**src/rtl/rtc_pkg.sv**
```systemverilog
package rtc_pkg;

    localparam int NUM_REGS = 16;
    localparam int REG_AW   = $clog2(NUM_REGS);
    localparam int ALM_FIELDS = 4;
    localparam int ALM_CMP_W  = 7;

    typedef enum logic [REG_AW-1:0] {
        REG_FLAGS    = 4'd0,
        REG_CEN      = 4'd1,
        REG_ALM_SEC  = 4'd2,
        REG_ALM_MIN  = 4'd3,
        REG_ALM_HR   = 4'd4,
        REG_ALM_DATE = 4'd5,
        REG_IRQ_EN   = 4'd6,
        REG_WDOG     = 4'd7,
        REG_CAL      = 4'd8,
        REG_SEC      = 4'd9,
        REG_MIN      = 4'd10,
        REG_HR       = 4'd11,
        REG_WDAY     = 4'd12,
        REG_DATE     = 4'd13,
        REG_MON      = 4'd14,
        REG_YR       = 4'd15
    } reg_off_e;

    typedef struct packed {
        logic [7:0] cen;
        logic [7:0] yr;
        logic [7:0] mon;
        logic [7:0] date;
        logic [7:0] wday;
        logic [7:0] hr;
        logic [7:0] min;
        logic [7:0] sec;
    } rtc_time_t;

    typedef struct packed {
        rtc_time_t  cnt;
        rtc_time_t  vis;
        logic       hold_rd;
        logic       hold_wr;
        logic       af;
        logic [7:0] alm_sec;
        logic [7:0] alm_min;
        logic [7:0] alm_hr;
        logic [7:0] alm_date;
        logic       aie;
        logic [7:0] wdog;
        logic       stop;
        logic [5:0] cal;
        logic [7:0] rdata;
    } bank_t;

    // Increment a two-digit packed BCD value (no wrap handling)
    function automatic logic [7:0] bcd_inc(input logic [7:0] v);
        if (v[3:0] >= 4'd9) return {v[7:4] + 4'd1, 4'h0};
        else                return {v[7:4], v[3:0] + 4'd1};
    endfunction

    // Two BCD digits divisible by four: depends on tens parity and units
    function automatic logic bcd_div4(input logic [7:0] v);
        if (v[4]) return (v[3:0] == 4'd2) || (v[3:0] == 4'd6);
        else      return (v[3:0] == 4'd0) || (v[3:0] == 4'd4) || (v[3:0] == 4'd8);
    endfunction

    function automatic logic bcd_leap(input logic [7:0] cen, input logic [7:0] yr);
        if (yr == 8'h00) return bcd_div4(cen);
        else             return bcd_div4(yr);
    endfunction

    function automatic logic [7:0] bcd_last_day(input logic [7:0] mon,
                                                input logic [7:0] cen,
                                                input logic [7:0] yr);
        case (mon)
            8'h02:                      return bcd_leap(cen, yr) ? 8'h29 : 8'h28;
            8'h04, 8'h06, 8'h09, 8'h11: return 8'h30;
            default:                    return 8'h31;
        endcase
    endfunction

endpackage

```
**src/rtl/rtc_calendar.sv**
```systemverilog
module rtc_calendar
    import rtc_pkg::*;
(
    input  rtc_time_t now,
    output rtc_time_t nxt
);

    logic [7:0] last_day;

    always_comb begin
        last_day = bcd_last_day(now.mon, now.cen, now.yr);
        nxt = now;
        if (now.sec >= 8'h59) begin
            nxt.sec = 8'h00;
            if (now.min >= 8'h59) begin
                nxt.min = 8'h00;
                if (now.hr >= 8'h23) begin
                    nxt.hr   = 8'h00;
                    nxt.wday = (now.wday >= 8'h07) ? 8'h01 : bcd_inc(now.wday);
                    if (now.date >= last_day) begin
                        nxt.date = 8'h01;
                        if (now.mon >= 8'h12) begin
                            nxt.mon = 8'h01;
                            if (now.yr >= 8'h99) begin
                                nxt.yr  = 8'h00;
                                nxt.cen = bcd_inc(now.cen);
                            end else begin
                                nxt.yr = bcd_inc(now.yr);
                            end
                        end else begin
                            nxt.mon = bcd_inc(now.mon);
                        end
                    end else begin
                        nxt.date = bcd_inc(now.date);
                    end
                end else begin
                    nxt.hr = bcd_inc(now.hr);
                end
            end else begin
                nxt.min = bcd_inc(now.min);
            end
        end else begin
            nxt.sec = bcd_inc(now.sec);
        end
    end

endmodule

```
**src/rtl/rtc_alarm_match.sv**
```systemverilog
module rtc_alarm_match #(
    parameter int NFIELDS = 4,
    parameter int CMP_W   = 7
) (
    input  logic [NFIELDS*(CMP_W+1)-1:0] alm,
    input  logic [NFIELDS*CMP_W-1:0]     cur,
    output logic                         hit
);

    localparam int FW = CMP_W + 1;

    logic [NFIELDS-1:0] field_ok;

    for (genvar i = 0; i < NFIELDS; i++) begin : g_field
        // top bit of each alarm byte is the don't-care mask
        assign field_ok[i] = alm[i*FW+CMP_W] ||
                             (alm[i*FW +: CMP_W] == cur[i*CMP_W +: CMP_W]);
    end

    assign hit = &field_ok;

endmodule

```
**src/rtl/rtc_regbank.sv**
```systemverilog
module rtc_regbank
    import rtc_pkg::*;
#(
    parameter int         ADDR_W       = 17,
    parameter logic [7:0] INIT_CENTURY = 8'h20,
    parameter logic [7:0] INIT_YEAR    = 8'h00
) (
    input  logic              clk,
    input  logic              rst_n,
    input  logic              tick,
    input  logic [ADDR_W-1:0] addr,
    input  logic [7:0]        wdata,
    input  logic              wr,
    input  logic              rd,
    output logic [7:0]        rdata,
    input  logic              pwr_fail,
    output logic              irq
);

    localparam rtc_time_t INIT_TIME = '{cen: INIT_CENTURY, yr: INIT_YEAR,
                                        mon: 8'h01, date: 8'h01, wday: 8'h01,
                                        hr: 8'h00, min: 8'h00, sec: 8'h00};

    bank_t     q, d;
    rtc_time_t tm_adv;
    logic      adv;
    logic      alarm_hit;
    logic      sel;
    reg_off_e  off;
    logic      flags_wr;
    logic      flags_rd;
    logic [7:0] rd_val;

    assign sel      = (addr[ADDR_W-1:REG_AW] == '1);
    assign off      = reg_off_e'(addr[REG_AW-1:0]);
    assign flags_wr = wr && sel && (off == REG_FLAGS);
    assign flags_rd = rd && sel && (off == REG_FLAGS);
    assign adv      = tick && !q.stop;

    rtc_calendar u_cal (
        .now (q.cnt),
        .nxt (tm_adv)
    );

    rtc_alarm_match #(
        .NFIELDS (ALM_FIELDS),
        .CMP_W   (ALM_CMP_W)
    ) u_alm (
        .alm ({q.alm_date, q.alm_hr, q.alm_min, q.alm_sec}),
        .cur ({tm_adv.date[6:0], tm_adv.hr[6:0], tm_adv.min[6:0], tm_adv.sec[6:0]}),
        .hit (alarm_hit)
    );

    // read multiplexer
    always_comb begin
        case (off)
            REG_FLAGS:    rd_val = {1'b0, q.af, pwr_fail, 3'b000, q.hold_wr, q.hold_rd};
            REG_CEN:      rd_val = q.vis.cen;
            REG_ALM_SEC:  rd_val = q.alm_sec;
            REG_ALM_MIN:  rd_val = q.alm_min;
            REG_ALM_HR:   rd_val = q.alm_hr;
            REG_ALM_DATE: rd_val = q.alm_date;
            REG_IRQ_EN:   rd_val = {1'b0, q.aie, 6'b000000};
            REG_WDOG:     rd_val = q.wdog;
            REG_CAL:      rd_val = {q.stop, 1'b0, q.cal};
            REG_SEC:      rd_val = q.vis.sec;
            REG_MIN:      rd_val = q.vis.min;
            REG_HR:       rd_val = q.vis.hr;
            REG_WDAY:     rd_val = q.vis.wday;
            REG_DATE:     rd_val = q.vis.date;
            REG_MON:      rd_val = q.vis.mon;
            REG_YR:       rd_val = q.vis.yr;
            default:      rd_val = 8'h00;
        endcase
    end

    // next-state logic
    always_comb begin
        d = q;

        if (adv) d.cnt = tm_adv;

        if (!(q.hold_rd || q.hold_wr)) d.vis = q.cnt;

        d.af = alarm_hit && adv ? 1'b1 : (q.af && !flags_rd);

        if (rd) d.rdata = sel ? rd_val : 8'h00;

        if (wr && sel) begin
            case (off)
                REG_FLAGS: begin
                    d.hold_rd = wdata[0];
                    d.hold_wr = wdata[1];
                    if (q.hold_wr && !wdata[1]) d.cnt = q.vis;
                end
                REG_ALM_SEC:  d.alm_sec  = wdata;
                REG_ALM_MIN:  d.alm_min  = wdata;
                REG_ALM_HR:   d.alm_hr   = wdata;
                REG_ALM_DATE: d.alm_date = wdata;
                REG_IRQ_EN:   d.aie      = wdata[6];
                REG_WDOG:     d.wdog     = wdata;
                REG_CAL: begin
                    d.stop = wdata[7];
                    d.cal  = wdata[5:0];
                end
                REG_CEN:  if (q.hold_wr) d.vis.cen  = wdata;
                REG_SEC:  if (q.hold_wr) d.vis.sec  = {1'b0, wdata[6:0]};
                REG_MIN:  if (q.hold_wr) d.vis.min  = wdata;
                REG_HR:   if (q.hold_wr) d.vis.hr   = wdata;
                REG_WDAY: if (q.hold_wr) d.vis.wday = {5'b00000, wdata[2:0]};
                REG_DATE: if (q.hold_wr) d.vis.date = wdata;
                REG_MON:  if (q.hold_wr) d.vis.mon  = wdata;
                REG_YR:   if (q.hold_wr) d.vis.yr   = wdata;
                default: ;
            endcase
        end
    end

    always_ff @(posedge clk) begin
        if (!rst_n) begin
            q          <= '0;
            q.cnt      <= INIT_TIME;
            q.vis      <= INIT_TIME;
        end else begin
            q <= d;
        end
    end

    assign rdata = q.rdata;
    assign irq   = q.af && q.aie;


    stop_freezes_count_chk: assert property (@(posedge clk) disable iff (!rst_n)
        (q.stop && !flags_wr) |=> $stable(q.cnt));


    alarm_needs_tick_chk: assert property (@(posedge clk) disable iff (!rst_n)
        $rose(q.af) |-> $past(tick));


    flags_read_clears_chk: assert property (@(posedge clk) disable iff (!rst_n)
        (flags_rd && !alarm_hit) |=> !q.af);


    rdata_hold_chk: assert property (@(posedge clk) disable iff (!rst_n)
        !rd |=> $stable(rdata));


    freeze_holds_view_chk: assert property (@(posedge clk) disable iff (!rst_n)
        (q.hold_rd && !q.hold_wr) |=> $stable(q.vis));

endmodule

```
**config.mk**
```make
export PLATFORM = sky130hd
export DESIGN_NAME = rtc_regbank
export DESIGN_NICKNAME = d
export VERILOG_FILES = /design/src/rtl/rtc_pkg.sv /design/src/rtl/rtc_calendar.sv /design/src/rtl/rtc_alarm_match.sv /design/src/rtl/rtc_regbank.sv
export SDC_FILE = /design/constraint.sdc
export NUM_CORES = 1
export LEC_CHECK = 0
export ABC_AREA = 1
export ABC_CLOCK_PERIOD_IN_PS = 6600
export BUFFER_PORTS_ARGS = -buffer_cell sky130_fd_sc_hd__buf_2
export CAP_MARGIN = 40
export CORE_MARGIN = 5
export CORE_UTILIZATION = 45
export CTS_BUF_LIST = sky130_fd_sc_hd__clkbuf_8
export DETAILED_ROUTE_END_ITERATION = 7
export PLACE_DENSITY_LB_ADDON = 0.2
export REMOVE_ABC_BUFFERS = 1
export SYNTH_ARGS = -nofsm -noshare
export SYNTH_HDL_FRONTEND = slang
export SYNTH_HIERARCHICAL = 1
export SYNTH_SLANG_ARGS = --single-unit
export TNS_END_PERCENT = 1
```
**constraint.sdc**
```tcl
create_clock -name clk -period 6.6 [get_ports clk]
set_input_delay 0.66 -clock clk [delete_from_list [all_inputs] [get_ports clk]]
set_output_delay 0.66 -clock clk [all_outputs]
set_load 0.05 [all_outputs]
```
# Yosys cells after proc, flatten, opt, wreduce, memory -nomap -nowiden
# Cells that the tools add are included.
# Widths: inputs -> output; s select.
# word_totals
reg_bits,187
rom_bits,0
mem_count,0
wordCells,180
in_bits,31
ramBits,0
out_inout_bits,9
latch_bits,0
# classes
n_bitwise,0
n_eq_ne,33
mux,52
shifts,0
add_sub_neg,16
n_mul,0
div,0
magnitude_cmp,15
reduce_logical,36
# op_table
cell,count
$mux 8,33
$mux 64,4
$mux 130,1
$pmux 8 s16,1
$add 4x1->4 const B,16
$mux 56,1
$mux 48,1
$eq 4x4->1 const B,10
$mux 40,1
$eq 4x3->1 const B,8
$ge 4x4->1 const B,8
$eq 7x7->1,4
$mux 24,1
$eq 4x2->1 const B,4
$eq 8x3->1 const B,2
$ge 8x7->1 const B,2
$mux 16,1
$pmux 8 s2,1
$reduce_and 2->1,8
$eq 13x13->1 const B,1
$logic_not 4->1,3
$logic_or 1x1->1,11
$eq 8x2->1 const B,1
$eq 8x4->1 const B,1
other kinds (14),28

# Depth between registers and ports, before layout
# Gate-level depths: netlist of the first run.
# logic_depth
depth_word,18
mapped_depth,27
ltp_nobuf,27

# Cells and area by module
# Netlist of the first run, hierarchy kept.
# modules_own_cells
mod,cells_per_inst,instances,area_per_inst_um2,seq_area_each_um2
rtc_regbank,1520,1,9477.8,3743.6
rtc_calendar,478,1,2713.9,0.0
rtc_alarm_match,116,1,514.2,0.0

# Worst setup path after synthesis of the first run
# No wires, ideal clock.
# synth_path
path_type,register -> register
start,register q[163] in the netlist's numbering
end,register q[56] in the netlist's numbering
n_path_buf,0
synth_period_minus_slack_ps,3001
t_required_ps,6527
path_stages_with_launch,27
setup_time_ps,73
path_slack_ps,3599
arrival_ps,2928
cell_sequence,dfxtp_1 > inv_1 > ha_1 > o21ai_0 > o21ai_0 > nand4_1 > a21oi_1 > a21oi_1 > ha_1 > nor2_1 > nand2_1 > nand2_1 > nand2_1 > nand2_1 > inv_1 > nor2_2 > nand2_1 > a21boi_1 > xnor2_1 > nand2_1 > nor2_1 > nand2_1 > nand2_1 > nand2_1 > nor2_1 > nand2_1 > a21oi_1
# synth_rtl
item,line,rtl
start: declaration,rtc_regbank.sv:24,"bank_t q, d;"

==> results.txt, run 1 <==
- The run finished with clean final reports.
* Portion of the post-synthesis area used by sequential elements: 29.5%
- Clock skew on the completed layout was measured at 0.0313 ns.
- Minimum clock period: 3.89 ns
- Of the cells placed in the final design, the portion with a size suffix greater than 1 is 7.48%.
* Fin nets: 2165
- Data on the critical path is required at its endpoint by 7.01 ns.
- Number of placement rows: 61
- The most numerous cell type found on the critical path is sky130_fd_sc_hd__nand2_1.
- IO buf count: 39
- In this run the count of I/O pins placed on the die edge is 40.
- Overall power consumption after layout is estimated at 2.13 mW.
- The floorplan step set the die width to 178 µm.
- For the final routed database, the setup TNS stands at 0 ns.
- Library cell occupying the most area in the post-synthesis netlist: sky130_fd_sc_hd__dfxtp_1
* VDD IR max: 126 µV
- After Yosys synthesis, full adders, half adders and majority gates account for 4.83% of the synthesized area.
- The number of hold-slack violations in the final timing report came to 0.
- Utilization after layout: 48.3%
- The count of nets left with antenna violations once routing finished came out at 0.
* Total area of multi-input combinational cells: 0.00755 mm²
- Entering global routing, the biggest net connects 94 pins.
* PostCTS Resize Cnt: 0
- Most common library cells after synthesis: sky130_fd_sc_hd__nand2_1, sky130_fd_sc_hd__nor2_1, sky130_fd_sc_hd__inv_1, sky130_fd_sc_hd__nand3_1
- Starting density of the core: 45.6%
- Slowest stage delay, CP: 0.48 ns
- Global routing used 26.7% of the available tracks.
- In this run the power density over the cells is 158 mW/mm².
- For this design the static power due to leakage is 6.52 nW.
* Placeable core area: 0.0279 mm²
- Violation count after the first detailed-route iteration: 1371
* TritonCTS clock tree: yes
* WL per Instance: 17.2 µm
- Counting the fill cells in the layout gives 2923.
- A synthesized cell averages 6.01 µm².
- Buffers inserted to repair hold after CTS numbered 0.
* Inserted Clock Buffers: 17
* Buffer type at the clock tree root: sky130_fd_sc_hd__clkbuf_8
* Final wirelength: 42500 µm
- The via count of the first global-routing pass is 11.9k.
- The worst setup path is captured at a flip-flop.
* Clk pin slew, worst setup/hold paths: 0.11 ns
- The worst path meets setup with 2.71 ns of slack.
- CTS saw 187 sinks.
* DRC violations left: 0
- In the post-synthesis netlist, the cell with the most instances is sky130_fd_sc_hd__nand2_1.
* Die Area: 0.0317 mm²
- # setup viols final: 0
- Depth of the CTS H-tree: 4
* Max-capacitance violation count: 0
- Top-area cell type share of the netlist area: 29.5%
- Cell count after synthesis: 2114
- Across all layers, the routed design uses 13.3k vias.
- # Post-CTS Setup Buffers: 0
- Post-synthesis cell area: 0.0127 mm²
* Simple-gate share of the synthesized area: 41.5%
* Xor and xnor area share after synthesis: 1.52%
* Clock Path Buffers: 2
- After synthesis, the share of cell area in mux cells is 0.601%.
- Of all nets on the critical path, the largest fanout is 7.
- The initial antenna violation count is 1.
- Family with the most delay on the worst path: simple AND/OR/NAND/NOR gates
* Setup repair after global routing missed its margin: false
- Timing would allow up to 0.257 GHz.
- The number of buffers and inverters on the critical path is 2.
- Chip Height: 178 µm
* Last weighted congestion value of the routability-driven placer: 0.956
- Summed over all nets, the half-perimeter wirelength after detailed placement is 28700 µm.
- At the pin with the least slew margin, the transition time is 0.907 ns.
- Top_reg_cell synth: sky130_fd_sc_hd__dfxtp_1
* Wire length of the first global-routing pass: 66600 µm
- Post-Place Setup Slack: 2.80 ns
- At the worst endpoint, the arrival time is 4.30 ns.
- The worst setup path is launched from a flip-flop.
- Clock insertion delay at the later pin of the skew report: 0.49 ns
* First-pass iteration count of the detailed router: 6
* Headroom to the max-slew limit: 39.3%
- After synthesis, the largest family of logic cells by area is simple AND/OR/NAND/NOR gates.
- The synthesized netlist devotes 10.9% of its cell area to compound gates.
- The total overflow left after global routing is 0.
- Hold Path Class: flip-flop to flip-flop
* Count of flip-flops with a built-in enable after synthesis: 0
- Max-slew violation total from the final report: 0
* Yosys cell types: 49
- Sorting the synthesized cells by area gives the leading types as sky130_fd_sc_hd__dfxtp_1, sky130_fd_sc_hd__nand2_1, sky130_fd_sc_hd__nor2_1.
* Mean number of vias per cell: 5.37
- Among all stages on the critical path, the largest delay is contributed by sky130_fd_sc_hd__dfxtp_1.
* Startpoint-to-endpoint class of the critical path: flip-flop to flip-flop
- The Yosys step of the flow raised 6 warnings.
* Period Utilization, post-route: 58.9%
- In this run, synthesis produced a sequential element count of 187.
- After synthesis, the share of flip-flops with an asynchronous set or reset is 0%.
* Synthesis-to-layout area growth: 5.87%
- The repair_antennas step left the layout with diodes totalling 0.
- Storage element area: 0.00374 mm²
[layout by cell type, fill, tap and decap left out, drive strengths merged, types with 2 or more instances in the layout]
master  count
inv       245
clkbuf     17
mux2i       2
a31oi       5
o21ai     197
buf        53
dfxtp     187
a21boi      3
xnor2      14
ha         49
bufinv      2
nand3b      3
mux2        5
o211ai      3
a21oi      45
clkinv      5
nand2     593
nor3       12
o31ai       2
xor2        8
nand4      13
nand3     230
nor2      395
or2         4
[report_power, final]
group          internal, mW  switching, mW  leakage (nW)
Combinational        0.0319          0.110          4.80
Clock                 0.358          0.494         0.215
Sequential             1.13        0.00362          1.51
Total                  1.52          0.607          6.52
[sequential cells by signal (all words and copies together) (netlist names)]
signal  cells
rdata       8
q         179
[routing by layer]
metal / share of wire (%) / vias up / GRT usage, %
met1: 46 / 6167 / 38.9
li1: - / 6572 / -
met5: 0 / - / 0
met4: 2.6 / 0 / 7.48
met2: 44 / 494 / 41.7
met3: 7.7 / 60 / 2.99
[tightest hold or removal path, stage by stage (launching register included)]
cell and delay, ns:
sky130_fd_sc_hd__dfxtp_1 0.32, sky130_fd_sc_hd__nand2_1 0.06, sky130_fd_sc_hd__a21oi_1 0.06
[area by class of cell]
type / count / area share, %
Clock buffer: 17 / 1.74
Timing Repair Buffer: 53 / 2.70
Clock inverter: 15 / 1.40
Tap cell: 378 / 3.52
Inverter: 237 / 6.65
Sequential cell: 187 / 27.8
Multi-Input combinational cell: 1589 / 56.2
[logic make-up (layout without fill, tap and decap cells)]
group,count (synthesis),after routing
compound gates,260,260
xor+xnor,22,22
fa+ha+maj,49,49
buf+inv,338,322
flops,187,187
mux,7,7
other cells,1,1
simple gates,1250,1250
[path summary, 6_finish.rpt]
kind / start / to / slack, ns / depth (start not counted)
max reg2reg: q[179] / q[56] / 2.71 / 25
max: q[179] / q[56] / 2.71 / 25
min reg2reg: rdata[2] / rdata[2] / 0.47 / 2
min: rdata[2] / rdata[2] / 0.47 / 2
[per-stage QoR]
stage	hold WS, ns	cell area [µm²]	cells
finish	0.473	13500	2476
global route	0.493	13500	2476
global placement	0.452	12900	2440
CTS	0.472	13400	2475
detailed placement	0.456	13000	2443
floorplan	0.443	12200	2013
(Power assumes the default switching activity.)
==> inputs of run 2 (changes only) <==
--- a/config.mk
+++ b/config.mk
@@ -6,7 +6,7 @@
 export NUM_CORES = 1
 export LEC_CHECK = 0
 export ABC_AREA = 1
-export ABC_CLOCK_PERIOD_IN_PS = 6600
+export ABC_CLOCK_PERIOD_IN_PS = 4000
 export BUFFER_PORTS_ARGS = -buffer_cell sky130_fd_sc_hd__buf_2
 export CAP_MARGIN = 40
 export CORE_MARGIN = 5
==> constraint.sdc (replaced) <==
create_clock -name clk -period 4 [get_ports clk]
set_input_delay 0.4 -clock clk [delete_from_list [all_inputs] [get_ports clk]]
set_output_delay 0.4 -clock clk [all_outputs]
set_load 0.05 [all_outputs]
==> results.txt, run 2 (synthesis gave the netlist of run 1 again) <==
- Run status: finished, final reports clean
* Placeable core area: 0.0279 mm² (unchanged)
* Highest metal used: met4
- The first-pass GRT wire length came to 66100 µm (-0.67%).
* IO buf count: 39 (unchanged)
- DRC violations left: 0 (unchanged)
- The number of hold-slack violations in the final timing report was 0 (unchanged).
- The total number of vias was 13.2k (-0.68%).
- CP arrival: 4.00 ns (-0.30 ns)
* Depth of the CTS H-tree: 4 (unchanged)
- Broken down by cell family, the worst path's largest delay share belongs to simple AND/OR/NAND/NOR gates.
* Setup repair after global routing missed its margin: false
- Slowest-stage cell, CP: sky130_fd_sc_hd__dfxtp_1
- STA classifies the critical path startpoint as a flip-flop.
- Met2 routed wirelength: 18800 µm (+0.35%)
- The worst IR drop on VDD came to 201 µV (+60%).
- Maximum operating frequency: 0.278 GHz (+8.2%)
- The standard-cell row count was 61 (unchanged).
* Die Area: 0.0317 mm² (unchanged)
- Mean number of vias per cell: 5.33 (-0.76%)
* Number of antenna-violating nets in the routed design: 0 (unchanged)
- M1 wire length: 19000 µm (-1.7%)
* Post-layout power: 3.50 mW (+64%)
- The total CTS buffers came to 17 (unchanged).
* Synthesis-to-layout area growth: 5.84% (about the same)
* WHS: 0.329 ns (-0.143 ns)
- Final HPWL from detailed placement: 28800 µm (+0.42%)
- Utilization after layout: 48.3% (about the same)
- The largest driver fanout on the critical path is 7 (unchanged).
- Die Width: 178 µm (unchanged)
- The detailed-route wire length came to 42200 µm (-0.59%).
* First-pass iteration count of the detailed router: 6 (unchanged)
- The insertion delay to the later sink of the worst-skew pair came to 0.48 ns (about the same).
* Worst clock skew: 0.0263 ns (-0.00498 ns)
- The root buffer cell chosen for the clock tree is sky130_fd_sc_hd__clkbuf_8.
- The die height was 178 µm (unchanged).
- The worst setup path is of the flip-flop to flip-flop kind.
* Final Worst Setup Slack: 0.406 ns (-2.31 ns)
* Period Utilization, post-route: 89.8% (+31 points)
* # Post-CTS Setup Buffers: 0 (unchanged)
* Most frequent standard cell in the layout excluding fill and tap cells: sky130_fd_sc_hd__nand2_1
- The worst slew margin relative to its limit is 38.3% (-0.98 points).
- Starting density of the core: 45.6% (unchanged)
- Length of routed met3 wiring: 3390 µm (+3.8%)
- Pin count of the biggest net entering global routing: 101 (+7.4%)
* Hold Path Class: input port to flip-flop
- Antenna diode count: 0 (unchanged)
* Required time of the worst setup path: 4.40 ns (-2.61 ns)
* Number of clock sinks: 187 (unchanged)
- Register-to-register setup slack: 0.41 ns (-2.31 ns)
- Max-slew violation total from the final report: 0 (unchanged)
- Largest register FFs: 179 (unchanged)
- Summed negative setup slack over all endpoints: 0 ns (unchanged)
* Post-Place Setup Slack: 0.378 ns (-2.43 ns)
- Global Route Usage Sum: 26.6% (-0.054 points)
- Fin nets: 2167 (+0.092%)
- Fraction of layout instances using a drive strength above 1: 7.62% (+0.14 points)
* # setup viols final: 0 (unchanged)
* Most used cells in the layout excluding fill and tap cells: sky130_fd_sc_hd__nand2_1, sky130_fd_sc_hd__nor2_1, sky130_fd_sc_hd__inv_1, sky130_fd_sc_hd__nand3_1, sky130_fd_sc_hd__dfxtp_1
- The count of pins on the block boundary is 40 (unchanged).
- Most used cell along the critical path: sky130_fd_sc_hd__nand2_1
- Pwr/cell area: 260 mW/mm² (+64%)
- The worst-case clock buffer depth is 2 (unchanged).
- Slowest stage delay, CP: 0.48 ns (about the same)
- Violation count after the first detailed-route iteration: 1328 (-3.1%)
- Worst-Margin Slew: 0.922 ns (+0.0146 ns)
- TritonCTS built the clock tree.
- Initial antenna violation count: 2 (+1)
- LEAKAGE: 6.51 nW (about the same)
- The global placer's final weighted congestion came to 0.929 (-2.9%).
- STA classifies the critical path endpoint as a flip-flop.
* Minimum clock period: 3.59 ns (-0.295 ns)
- Overflow after GRT: 0 (unchanged)
- Max-capacitance violation count: 0 (unchanged)
* Clk pin slew, worst setup/hold paths: 0.12 ns (about the same)
* Vias in the first global route: 11.8k (-0.80%)
- The hold buffer count at CTS came to 0 (unchanged).
* CP bufs+invs: 2 (unchanged)
* WL per Instance: 17.0 µm (-0.67%)
- The post-CTS resize count is 0 (unchanged).
- Counting flops per register, the top entry is q.
## run 2: area by class of cell
class | count | area [µm²]
Clock inverter | 15 | 178
Inverter | 237 | 895
Multi-Input combinational cell | 1589 | 7560
Clock buffer | 17 | 234
Timing Repair Buffer | 55 | 368
Sequential cell | 187 | 3740
Tap cell | 378 | 473
Fill cell | 2978 | 14400
## run 2: per-layer routing
metal	global-route usage [%]	vias up
li1	-	6572
met1	37.7	6111
met2	41.9	456
met3	4.54	63
met4	7.06	0
met5	0	-
## run 2: worst paths after layout
kind,from,depth (start not counted),to
max,q[179],25,q[56]
min,rst_n,3,q[128]
max reg2reg,q[179],25,q[56]
min reg2reg,rdata[4],2,rdata[4]
## run 2: worst min-delay path, cell delays in order
cell and delay, ns:
sky130_fd_sc_hd__buf_4 0.23, sky130_fd_sc_hd__nand2_1 0.11, sky130_fd_sc_hd__nor2_1 0.03
## run 2: power breakdown
group	total [mW]	switching (mW)	internal (mW)
sequential	1.87	0.00564	1.87
combinational	0.236	0.182	0.0539
clock	1.39	0.808	0.583
total	3.50	0.996	2.50
## run 2: metrics by stage
stage               cell area, µm²  std cells
floorplan                    12200       2013
global placement             13000       2444
detailed placement           13000       2446
CTS                          13400       2478
global route                 13400       2478
finish                       13400       2478
==> inputs of run 3 (changes only) <==
--- a/config.mk
+++ b/config.mk
@@ -17,6 +17,5 @@
 export REMOVE_ABC_BUFFERS = 1
 export SYNTH_ARGS = -nofsm -noshare
 export SYNTH_HDL_FRONTEND = slang
-export SYNTH_HIERARCHICAL = 1
 export SYNTH_SLANG_ARGS = --single-unit
 export TNS_END_PERCENT = 1
==> results.txt, run 3 <==
- Top-area cell type share of the netlist area: 32.9% (+3.4 points)
- Number of top-level pins: 40 (unchanged)
* Post-layout power: 3.45 mW (-1.3%)
- Startpoint-to-endpoint class of the critical path: flip-flop to flip-flop
* Internal power: 2.43 mW (-2.7%)
* Crit-path max FO: 8 (+1)
- The end-of-flow core utilization came to 48.5% (+0.25 points).
* Setup crit end kind: flip-flop
- The pin count of the biggest net entering global routing is 83 (-18%).
- The count of filler cells inserted in the layout was 2666 (-10%).
* Max-capacitance violation count: 0 (unchanged)
- Clock Path Buffers: 2 (unchanged)
- Storage element area: 0.00374 mm² (unchanged)
- Starting density of the core: 45.5% (-0.10 points)
- The deepest level of the CTS H-tree was 4 (unchanged).
- Mean number of vias per cell: 5.71 (+7.1%)
- The ratio of total power to cell area is 284 mW/mm² (+9.2%).
- Max-slew violation total from the final report: 0 (unchanged)
- Overflow after GRT: 0 (unchanged)
* Relative contribution of the clock network to total power: 34.2% (-5.6 points)
- The die height came to 169 µm (-5.0%).
* Placeable core area: 0.0250 mm² (-10%)
- Final Worst Setup Slack: 0.555 ns (+0.148 ns)
- The post-CTS clock slew at the launch and capture registers of the worst setup and hold paths came to 0.11 ns (about the same).
* Run status: finished, final reports clean
- Die Area: 0.0286 mm² (-9.8%)
- The setup skew after layout is 0.0235 ns (-0.00280 ns).
* #FFs+latches synth: 187 (unchanged)
- Routed via count: 11.6k (-12%)
* Final HPWL from detailed placement: 27900 µm (-3.4%)
* Post-Place Setup Slack: 0.623 ns (+0.245 ns)
- Fraction of layout instances using a drive strength above 1: 7.60% (-0.017 points)
- The final critical delay including setup and external delays is 3.45 ns (-0.148 ns).
* Share of power burned in registers: 55.7% (+2.2 points)
- By instance count, the leading cell after synthesis is sky130_fd_sc_hd__nand2_1.
- The critical path goes through inv_1 -> ha_1 -> nand3_1 -> nor2_1 -> a31oi_1 -> o21ai_0 -> a32o_1 -> ha_1 -> nand2_1 -> nor2_1 -> nor2_1 -> nand2_1 -> nand2_1 -> nor2_1 -> nand2_4 -> clkinv_2 -> nand2_4 -> inv_4 -> nand2_4 -> xor2_1 -> nand2_1 -> o211ai_1 -> inv_1.
- Top_reg_cell synth: sky130_fd_sc_hd__dfxtp_1
* Initial antenna violation count: 2 (unchanged)
* Library cell occupying the most area in the post-synthesis netlist: sky130_fd_sc_hd__dfxtp_1
- Final wirelength: 38900 µm (-7.8%)
* CP bufs+invs: 4 (+2)
- Die Width: 169 µm (-5.0%)
- The worst IR drop on VDD came to 192 µV (-4.5%).
- The number of hold-slack violations in the final timing report is 0 (unchanged).
* Family with the most delay on the worst path: simple AND/OR/NAND/NOR gates
- The standard-cell row count was 58 (-4.9%).
- Inserted Clock Buffers: 17 (unchanged)
* Fraction of power spent switching nets: 29.5% (+0.99 points)
- The footprint of the multi-input gates is 0.00644 mm² (-15%).
- Required time of the worst setup path: 4.38 ns (-0.02 ns)
* Synth top area cells: sky130_fd_sc_hd__dfxtp_1, sky130_fd_sc_hd__nand2_1, sky130_fd_sc_hd__o21ai_0
* # setup viols final: 0 (unchanged)
- The cell count after synthesis was 1690 (-20%).
* Largest register FFs: 179 (unchanged)
* Async set or reset register ratio after synthesis: 0% (unchanged)
- The insertion delay to the later sink of the worst-skew pair is 0.49 ns (about the same).
* PostCTS Resize Cnt: 0 (unchanged)
- Worst-Margin Slew: 0.898 ns (-0.0243 ns)
* Slowest stage delay, CP: 0.45 ns (-0.03 ns)
- The number of input and output port buffers inserted came to 39 (unchanged).
- Number of antenna-violating nets in the routed design: 0 (unchanged)
- The slowest stage of the critical path belongs to the cell sky130_fd_sc_hd__dfxtp_1.
* Most frequent standard cell in the layout excluding fill and tap cells: sky130_fd_sc_hd__nand2_1
- Compared with the post-synthesis result, the final layout area differs by 6.62%.
* Post-synthesis cell area: 0.0114 mm² (-10%)
* Global Route Usage Sum: 26.9% (+0.31 points)
- TritonCTS clock tree: yes
- The violation count after the first detailed-route iteration is 1428 (+7.5%).
- The distinct cell type count after synthesis came to 52 (+6.1%).
* Most common library cells after synthesis: sky130_fd_sc_hd__nand2_1, sky130_fd_sc_hd__inv_1, sky130_fd_sc_hd__o21ai_0, sky130_fd_sc_hd__dfxtp_1, sky130_fd_sc_hd__nor2_1
* Setup repair after global routing missed its margin: false
- Vias in the first global route: 10.6k (-10%)
* Period Utilization, post-route: 86.1% (-3.7 points)
* Syn_area_per_cell: 6.74 µm² (+12%)
- The number of iterations in the first detailed-routing pass is 6 (unchanged).
* Switching power of the nets: 1.02 mW (+2.1%)
- Maximum operating frequency: 0.290 GHz (+4.3%)
* Last weighted congestion value of the routability-driven placer: 0.984 (+6.0%)
* CP arrival: 3.82 ns (-0.18 ns)
- Antenna diode count: 0 (unchanged)
- Hold buffer count at CTS: 0 (unchanged)
* Comb pwr share: 10.0% (+3.2 points)
- DRC violations left: 0 (unchanged)
- Register with the most flip-flops: q
- The static leakage is 5.02 nW (-23%).
* Headroom to the max-slew limit: 40.2% (+1.8 points)
- The post-CTS setup buffer count came to 0 (unchanged).
* Buffer type at the clock tree root: sky130_fd_sc_hd__clkbuf_8
- Most used cells in the layout excluding fill and tap cells: sky130_fd_sc_hd__nand2_1, sky130_fd_sc_hd__inv_1, sky130_fd_sc_hd__o21ai_0, sky130_fd_sc_hd__dfxtp_1, sky130_fd_sc_hd__nor2_1
- The number of warning messages in the yosys log is 0 (-6).
- The worst hold path belongs to the class input port to flip-flop.
- The average detailed-routed wire length per instance came to 19.2 µm (+13%).
* Portion of the post-synthesis area used by sequential elements: 32.9% (+3.4 points)
* Fin nets: 1766 (-19%)
- The number of flops mapped to enable cells by yosys is 0 (unchanged).
- Kind of start point of the critical path: flip-flop
* Wire length of the first global-routing pass: 60400 µm (-8.6%)
* Number of clock sinks: 187 (unchanged)
run 3: cell types whose count changed in the layout (fill, tap and decap cells not counted), moves of 18 or more:
cell                       change
sky130_fd_sc_hd__o211ai_1     +18
sky130_fd_sc_hd__nand2_1     -244
sky130_fd_sc_hd__a21oi_1     +104
sky130_fd_sc_hd__a211oi_1     +53
sky130_fd_sc_hd__inv_1        -21
sky130_fd_sc_hd__a221oi_1     +27
sky130_fd_sc_hd__nand3_1     -146
sky130_fd_sc_hd__nor2_1      -218
sky130_fd_sc_hd__o22ai_1      +25
run 3: worst reg2reg max path, stage by stage (launching register included):
cell                       delay, ns
sky130_fd_sc_hd__dfxtp_1        0.45
sky130_fd_sc_hd__inv_1          0.13
sky130_fd_sc_hd__ha_1           0.23
sky130_fd_sc_hd__nand3_1        0.08
sky130_fd_sc_hd__nor2_1         0.07
sky130_fd_sc_hd__a31oi_1        0.14
sky130_fd_sc_hd__o21ai_0        0.16
sky130_fd_sc_hd__a32o_1         0.26
sky130_fd_sc_hd__ha_1           0.27
sky130_fd_sc_hd__nand2_1        0.05
sky130_fd_sc_hd__nor2_1         0.13
sky130_fd_sc_hd__nor2_1         0.05
sky130_fd_sc_hd__nand2_1        0.08
sky130_fd_sc_hd__nand2_1        0.16
sky130_fd_sc_hd__nor2_1         0.26
sky130_fd_sc_hd__nand2_4        0.14
sky130_fd_sc_hd__clkinv_2       0.11
sky130_fd_sc_hd__nand2_4        0.08
sky130_fd_sc_hd__inv_4          0.11
sky130_fd_sc_hd__nand2_4        0.06
sky130_fd_sc_hd__xor2_1         0.15
sky130_fd_sc_hd__nand2_1        0.06
sky130_fd_sc_hd__o211ai_1       0.08
sky130_fd_sc_hd__inv_1          0.05
run 3: cells by family after synthesis:
family	share of synthesized area (%)
and+or+nand+nor	23.9
AOI/OAI and AO/OA	25.8
buffers and inverters	10.7
DFF	32.9
adders and majority gates	5.38
xor gates and xnor gates	1.23
muxes	0.0988
run 3: final timing paths:
check / from / endpoint / slack, ns / cells after the start
worst min register to register: rdata[2] / rdata[2] / 0.47 / 2
worst max-delay path: q[171] / q[183] / 0.55 / 23
worst max register to register: q[171] / q[183] / 0.55 / 23
worst min-delay path: rst_n / q[151] / 0.22 / 3
run 3: area by class of cell:
type                       instances  share of cell area, %
multi-input combinational       1200                   53.0
clock inverter                    12                  0.752
inverter                         219                   6.80
timing repair buffer              61                   3.19
tap                              330                   3.40
clock buffer                      18                   2.04
sequential                       187                   30.8
run 3: per-layer routing:
layer / track usage [%] / wire, µm
met1: 37.0 / 17100
met4: 8.72 / 1330
met5: 0 / 0
met3: 4.90 / 2730
met2: 43.0 / 17700
run 3: metrics by stage:
step                hold slack, ns  area [µm²]  TNS (ns)  std cells
finish                       0.224       12100         0       2027
global route                 0.224       12100         0       2027
CTS                          0.227       12100         0       2027
detailed placement           0.457       11800         0       1997
global placement             0.456       11700         0       1989
floorplan                    0.446       11000     -4.00       1606
run 3: power groups by stage:
stage	registers (mW)	logic, mW	clock network (mW)
5_1_grt	1.93	0.389	1.27
3_5_place_dp	1.96	0.341	0
6_report	1.92	0.346	1.18
4_1_cts	1.92	0.342	1.19
2_1_floorplan	1.95	0.208	0
3_3_place_gp	1.96	0.336	0
